## src/rtl/kms_pkg.sv

```systemverilog
// kms_pkg: shared constants, types and index helpers for the key matrix
// scanner. Assumes the panel holds two cascaded 4-bit counters whose low
// three bits address an 8x8 matrix.
package kms_pkg;

    localparam int STAGE_W   = 4;                   // width of one panel counter stage
    localparam int SEL_W     = 3;                   // stage bits used as a mux select
    localparam int N_COLS    = 1 << SEL_W;
    localparam int N_ROWS    = 1 << SEL_W;
    localparam int N_KEYS    = N_COLS * N_ROWS;
    localparam int KEY_IDX_W = $clog2(N_KEYS);
    localparam int POS_W     = 2 * STAGE_W;         // full mirrored counter width
    localparam int FRAME_SCK = 1 << (STAGE_W + SEL_W); // scan clocks per frame

    typedef enum logic [0:0] {
        PH_PANEL_RST = 1'b0,
        PH_SCAN      = 1'b1
    } scan_phase_e;

    // Key index for a counter position: row bits above column bits.
    function automatic logic [KEY_IDX_W-1:0] key_index(input logic [POS_W-1:0] pos);
        return {pos[STAGE_W+SEL_W-1:STAGE_W], pos[SEL_W-1:0]};
    endfunction

    // Only the first of the two visits a column gets per row is used.
    function automatic logic primary_visit(input logic [POS_W-1:0] pos);
        return !pos[STAGE_W-1];
    endfunction

endpackage

```

## src/rtl/kms_scan_timer.sv

```systemverilog
// kms_scan_timer: divides the system clock into the panel scan clock.
// While run is low the scan clock is parked low and the divider is cleared.
// sample_stb marks the last cycle of each low phase; fall_stb marks the
// cycle whose clock edge drives the scan clock low.
// Assumes HALF_PERIOD >= 3 so the sense synchroniser settles in time.
module kms_scan_timer #(
    parameter int HALF_PERIOD = 400
) (
    input  logic clk,
    input  logic rst_n,
    input  logic run,
    output logic sck,
    output logic sample_stb,
    output logic fall_stb
);

    localparam int DIV_W = (HALF_PERIOD > 1) ? $clog2(HALF_PERIOD) : 1;
    localparam logic [DIV_W-1:0] DIV_LAST = DIV_W'(HALF_PERIOD - 1);

    logic [DIV_W-1:0] div_q;
    logic             phase_end;

    assign phase_end  = run && (div_q == DIV_LAST);
    assign sample_stb = phase_end && !sck;
    assign fall_stb   = phase_end && sck;

    // Count out each half period and toggle the scan clock at its end.
    always_ff @(posedge clk) begin
        if (!rst_n || !run) begin
            div_q <= '0;
            sck   <= 1'b0;
        end else if (phase_end) begin
            div_q <= '0;
            sck   <= !sck;
        end else begin
            div_q <= div_q + 1'b1;
        end
    end

endmodule

```

## src/rtl/kms_sense_sync.sv

```systemverilog
// kms_sense_sync: multi-flop synchroniser for the asynchronous panel sense
// line. Resets to the idle (high) level so no key looks pressed at start.
module kms_sense_sync #(
    parameter int STAGES = 2
) (
    input  logic clk,
    input  logic rst_n,
    input  logic d,
    output logic q
);

    logic [STAGES-1:0] shift_q;

    // Shift the raw sense level through the synchroniser chain.
    always_ff @(posedge clk) begin
        if (!rst_n) begin
            shift_q <= '1;
        end else begin
            shift_q <= {shift_q[STAGES-2:0], d};
        end
    end

    assign q = shift_q[STAGES-1];

endmodule

```

## src/rtl/kms_pos_tracker.sv

```systemverilog
// kms_pos_tracker: mirrors the external two-stage ripple counter and
// collects one raw reading per key into a frame vector. It assumes that the
// panel counter was cleared while run was low and that it counts each
// falling scan-clock edge. frame_done pulses the cycle after the last key
// of a frame has been stored.
module kms_pos_tracker
    import kms_pkg::*;
(
    input  logic              clk,
    input  logic              rst_n,
    input  logic              run,
    input  logic              sample_stb,
    input  logic              fall_stb,
    input  logic              sense_sync,
    output logic [N_KEYS-1:0] raw_pressed,
    output logic              frame_done
);

    logic [POS_W-1:0]     pos_q;
    logic [KEY_IDX_W-1:0] idx;
    logic                 take;

    assign idx  = key_index(pos_q);
    assign take = sample_stb && primary_visit(pos_q);

    // Follow the panel counter: cleared with it, stepped on each falling edge.
    always_ff @(posedge clk) begin
        if (!rst_n || !run) begin
            pos_q <= '0;
        end else if (fall_stb) begin
            pos_q <= pos_q + 1'b1;
        end
    end

    // Store the inverted (active-low) sense level for the addressed key.
    always_ff @(posedge clk) begin
        if (!rst_n) begin
            raw_pressed <= '0;
            frame_done  <= 1'b0;
        end else begin
            frame_done <= 1'b0;
            if (take) begin
                raw_pressed[idx] <= !sense_sync;
                frame_done       <= (idx == KEY_IDX_W'(N_KEYS - 1));
            end
        end
    end

endmodule

```

## src/rtl/kms_debounce.sv

```systemverilog
// kms_debounce: per-key consecutive-frame filter. On each frame_done a key
// whose raw reading differs from its reported state advances a run counter;
// after DEBOUNCE_FRAMES such frames in a row the state flips. A matching
// reading clears the counter. Assumes DEBOUNCE_FRAMES >= 1.
module kms_debounce
    import kms_pkg::*;
#(
    parameter int DEBOUNCE_FRAMES = 3
) (
    input  logic              clk,
    input  logic              rst_n,
    input  logic              frame_done,
    input  logic [N_KEYS-1:0] raw_pressed,
    output logic [N_KEYS-1:0] keys
);

    localparam int CNT_W = (DEBOUNCE_FRAMES > 1) ? $clog2(DEBOUNCE_FRAMES) : 1;
    localparam logic [CNT_W-1:0] CNT_LAST = CNT_W'(DEBOUNCE_FRAMES - 1);

    for (genvar k = 0; k < N_KEYS; k++) begin : g_key
        logic             state_q;
        logic [CNT_W-1:0] run_q;

        // Track how long this key has disagreed with its reported state.
        always_ff @(posedge clk) begin
            if (!rst_n) begin
                state_q <= 1'b0;
                run_q   <= '0;
            end else if (frame_done) begin
                if (raw_pressed[k] == state_q) begin
                    run_q <= '0;
                end else if (run_q == CNT_LAST) begin
                    state_q <= raw_pressed[k];
                    run_q   <= '0;
                end else begin
                    run_q <= run_q + 1'b1;
                end
            end
        end

        assign keys[k] = state_q;
    end

endmodule

```

## src/rtl/key_matrix_scanner.sv

```systemverilog
// key_matrix_scanner: top of the panel key scanner. It holds the panel
// counter in reset for 2*HALF_PERIOD cycles after rst_n, then runs the scan
// clock. It samples one key per primary visit and publishes the filtered
// vector with a one-cycle strobe per frame. It assumes the panel counter
// clears on panel_rst_o high and counts falling scan-clock edges.
module key_matrix_scanner
    import kms_pkg::*;
#(
    parameter int HALF_PERIOD     = 400,
    parameter int DEBOUNCE_FRAMES = 3
) (
    input  logic              clk,
    input  logic              rst_n,
    output logic              scan_clk_o,
    output logic              panel_rst_o,
    input  logic              sense_i,
    output logic [N_KEYS-1:0] keys_o,
    output logic              keys_valid_o
);

    localparam int RST_HOLD = 2 * HALF_PERIOD;
    localparam int RST_W    = $clog2(RST_HOLD + 1);

    scan_phase_e       phase_q;
    logic [RST_W-1:0]  rst_cnt_q;
    logic              run;
    logic              sample_stb;
    logic              fall_stb;
    logic              sense_sync;
    logic [N_KEYS-1:0] raw_pressed;
    logic              frame_done;

    assign run = (phase_q == PH_SCAN);

    // Hold the panel counter cleared for a fixed time, then start scanning.
    always_ff @(posedge clk) begin
        if (!rst_n) begin
            phase_q     <= PH_PANEL_RST;
            rst_cnt_q   <= '0;
            panel_rst_o <= 1'b1;
        end else if (phase_q == PH_PANEL_RST) begin
            if (rst_cnt_q == RST_W'(RST_HOLD)) begin
                phase_q     <= PH_SCAN;
                panel_rst_o <= 1'b0;
            end else begin
                rst_cnt_q <= rst_cnt_q + 1'b1;
            end
        end
    end

    kms_scan_timer #(
        .HALF_PERIOD(HALF_PERIOD)
    ) u_timer (
        .clk       (clk),
        .rst_n     (rst_n),
        .run       (run),
        .sck       (scan_clk_o),
        .sample_stb(sample_stb),
        .fall_stb  (fall_stb)
    );

    kms_sense_sync #(
        .STAGES(2)
    ) u_sync (
        .clk  (clk),
        .rst_n(rst_n),
        .d    (sense_i),
        .q    (sense_sync)
    );

    kms_pos_tracker u_track (
        .clk        (clk),
        .rst_n      (rst_n),
        .run        (run),
        .sample_stb (sample_stb),
        .fall_stb   (fall_stb),
        .sense_sync (sense_sync),
        .raw_pressed(raw_pressed),
        .frame_done (frame_done)
    );

    kms_debounce #(
        .DEBOUNCE_FRAMES(DEBOUNCE_FRAMES)
    ) u_filter (
        .clk        (clk),
        .rst_n      (rst_n),
        .frame_done (frame_done),
        .raw_pressed(raw_pressed),
        .keys       (keys_o)
    );

    // Strobe valid in the same cycle the filtered vector is updated.
    always_ff @(posedge clk) begin
        if (!rst_n) begin
            keys_valid_o <= 1'b0;
        end else begin
            keys_valid_o <= frame_done;
        end
    end

endmodule

```

## config.mk

```make
export PLATFORM = sky130hd
export DESIGN_NAME = key_matrix_scanner
export DESIGN_NICKNAME = d
export VERILOG_FILES = /design/src/rtl/kms_pkg.sv /design/src/rtl/kms_scan_timer.sv /design/src/rtl/kms_sense_sync.sv /design/src/rtl/kms_pos_tracker.sv /design/src/rtl/kms_debounce.sv /design/src/rtl/key_matrix_scanner.sv
export SDC_FILE = /design/constraint.sdc
export NUM_CORES = 1
export LEC_CHECK = 0
export CAP_MARGIN = 5
export CORE_ASPECT_RATIO = 1.25
export CORE_MARGIN = 8
export CORE_UTILIZATION = 50
export DETAILED_ROUTE_END_ITERATION = 10
export PLACE_DENSITY = 0.69
export SKIP_LAST_GASP = 1
export SYNTH_ARGS = -nofsm -noshare
export SYNTH_HDL_FRONTEND = slang
export SYNTH_SLANG_ARGS = --single-unit
export TNS_END_PERCENT = 50
```

## constraint.sdc

```tcl
create_clock -name clk -period 1.8 [get_ports clk]
set_input_delay 0.36 -clock clk [delete_from_list [all_inputs] [get_ports clk]]
set_output_delay 0.36 -clock clk [all_outputs]
set_load 0.005 [all_outputs]
```

==> results_dict.tcl <==
set metrics [dict create \
    finalHoldViolCount 0 \
    clock_skew_ps 6.802 \
    cap_violations 0 \
    grt_max_degree 78 \
    grt_pass1_wl_mm 45.34 \
    die_w_um 163.5 \
    cts_tree "yes" \
    cp_cell_sequence "clkdlybuf4s50_1" \
    io_pins 70 \
    area_growth_pct 14.08 \
    max_stage_delay_ps 530 \
    cts-root-buf "clkbuf_16" \
    avgSynthCellArea_um2 9.066 \
    dr.pass1.iters 5 \
    place.gp.congestion 0.8540 \
    clkTransAtPathRegs_ps 60 \
    cp_max_fo 3 \
    drt-initial-drc-count 581 \
    cts_max_level 1 \
    insertion_delay_ps 550 \
    finalSetupTns_ps -1.697 \
    period_minus_slack_ps 1802 \
    rsz0062_at_grt "true" \
    start_kind "flop" \
    synth-edff-count 0 \
    crit_path_end_kind "output pin" \
    final_antenna_net_count 0 \
    synthArstFlopShare_pct 0 \
    detailroute.via_count 9949 \
    seq_power_share_pct 49.4 \
    ir_drop_uv 817.7 \
    postLayoutCoreUtil_pct 57.97 \
    fin_hold_ws_ps 245.3 \
    relSlewSlack_pct 66.71 \
    p_int_w 0.01031 \
    wl_per_cell_um 14.65 \
    drcViolationCount 0 \
    rows 67 \
    multiInputGateArea_um2 6953 \
    p_clk_share_pct 49.1 \
    hold_end "u_sync.shift_q[1]" \
    p_per_area_nw_per_um2 836.4 \
    synth_ff_type "dfxtp_1" \
    worstSetupPathType "flop to output pin" \
    via_per_inst 5.332 \
    initial_utilization_pct 50.82 \
    grt_use_total_pct 16.30 \
    ys_seq_area_share_pct 42.57 \
    path_delay_family "buffers and inverters" \
    nFillCells 2366 \
    rr_endpoint "u_track.pos_q[5]" \
    port_buffers 69 \
    synth.largest_area_cell "dfxtp_1" \
    drive_gt1_share_pct 10.72 \
    cts_made_buffers 30 \
    ctsHoldBuffers 0 \
    hp-start "rst_n" \
    yosysWarnings 0 \
    synth.top_cells.by_area "dfxtp_1, a21boi_0, nand3b_1" \
    switchingPower_w 0.002655 \
    r2r_slack_ps 60 \
    instances_no_fill 1866 \
    cp_num_buf_inv 1 \
    tightest_slew_ps 497.5 \
    status "finished with violations" \
    swShare_pct 20.47 \
    seq_area_um2 5853 \
    setup_viol 1 \
    leakagePower_nw 5.837 \
    finalWirelength_mm 27.33 \
    num-nets-final 1506 \
    grt_pass1_vias 9142 \
    setup_ws_ps -1.697 \
    syn-num-nets 1506 \
    r2r_start "u_timer.div_q[4]" \
    dieArea_um2 32740 \
    hold_path.class "primary input to flop" \
    arrival_ps 1440 \
    dp_cells 1803 \
    antenna_found_initial 0 \
    diodes 0 \
    syn_inst 1499 \
    violations "negative setup slack" \
    cp.required_ps 1440 \
    synthesis.area_um2 13590 \
    reg2reg_depth 4 \
    ys_types 49 \
    synth.most_common_cell "dfxtp_1" \
    synth_top_area_share_pct 42.57 \
    coreArea_um2 26740 \
    die_y_um 200.3 \
    clock-sinks 289 \
    dp_hpwl_mm 18.41 \
    gr-total-overflow 0 \
    cts_buffer_depth 3 \
    slowest_stage "clkdlybuf4s50_1" \
    post-route-period-util_pct 100.1 \
    slew_viol_final 0 \
    ys_ff_latch 289 \
    pwr-share-comb_pct 1.5 \
    max_freq_ghz 0.5550 \
    synth_commonest_cells "dfxtp_1, nand2b_1, a21boi_0, nor2_1, nand3b_1" \
    holdPathStages 3 \
]
## area by class of cell
cell class	instances	share of cell area, %
Clock buffer	44	5.964
Clock inverter	10	0.6941
Inverter	4	0.09685
Multi-Input combinational cell	1050	44.85
Sequential cell	289	37.76
Tap cell	345	2.784
Timing Repair Buffer	124	7.853
## flip-flops by register name, indices dropped and copies added (netlist names)
signal,flops
u_filter.g_key.state_q,64
u_timer.sck,1
rst_cnt_q,10
u_track.raw_pressed,64
u_track.frame_done,1
panel_rst_o,1
u_filter.g_key.run_q,128
phase_q,1
u_track.pos_q,7
keys_valid_o,1
u_timer.div_q,9
u_sync.shift_q,2
## cell families after synthesis
group	Yosys count	share of synthesized area, %
mux	81	5.966
flops	289	42.57
simple gates	647	27.72
fa+ha+maj	4	0.3683
xor+xnor	80	5.156
compound gates	238	11.87
buf+inv	160	6.344
## power groups by stage
stage	Combinational [W]	Sequential, W	Clock (W)
floorplan	0.000151	0.00655	0
global placement	0.000200	0.00655	0
detailed placement	0.000200	0.00655	0
CTS	0.000201	0.00640	0.00650
global route	0.000218	0.00640	0.00679
finish	0.000197	0.00640	0.00636
## worst max-delay path by stage
stage	start	to	slack, ps	cells after the start
5_1_grt	u_timer.div_q[4]	u_track.raw_pressed[1]	-70	4
3_3_place_gp	u_timer.div_q[4]	u_track.raw_pressed[55]	80	4
3_5_place_dp	u_timer.div_q[4]	u_track.raw_pressed[48]	60	4
4_1_cts	u_filter.g_key[24].state_q	keys_o[24]	-30	1
6_report	u_filter.g_key[48].state_q	keys_o[48]	-2	1
2_1_floorplan	u_timer.div_q[0]	u_track.pos_q[5]	120	6
## per-layer routing
layer	wire length, um	share of wire [%]	GRT usage [%]
met3	1180	4.3	2.318
met5	0	0	0
met1	12010	44	20.11
met4	566	2.1	4.424
met2	13570	50	28.84
## metrics by stage
stage | power, W | worst slack [ps] | instance area [um^2]
after floorplan | 0.006700 | 124.1 | 13590
after global placement | 0.006752 | 81.43 | 14300
after detailed placement | 0.006752 | 55.14 | 14300
after CTS | 0.01311 | -34.84 | 15380
after global routing | 0.01341 | -66.35 | 15500
final | 0.01297 | -1.697 | 15500
## layout by cell type, fill, tap and decap left out, types with 34 or more instances in the layout
cell,count
nand3b_1,120
nand2b_1,131
dfxtp_1,243
a21oi_1,34
mux2i_1,81
clkdlybuf4s50_1,34
nor2b_1,67
nand2_1,52
a21boi_0,130
buf_4,47
nor2_1,123
dfxtp_2,42
nand3_1,85
o21ai_0,37
xnor2_1,73
## repair_timing
| action | 4_1_cts | 5_1_grt |
|---|---|---|
| pin swaps | 0 | 0 |
| setup buffers | 4 | 5 |
| resized for setup | 47 | 38 |
| setup endpoints to repair | 64 | 66 |
No activity file was read; power rests on OpenSTA's default activity.
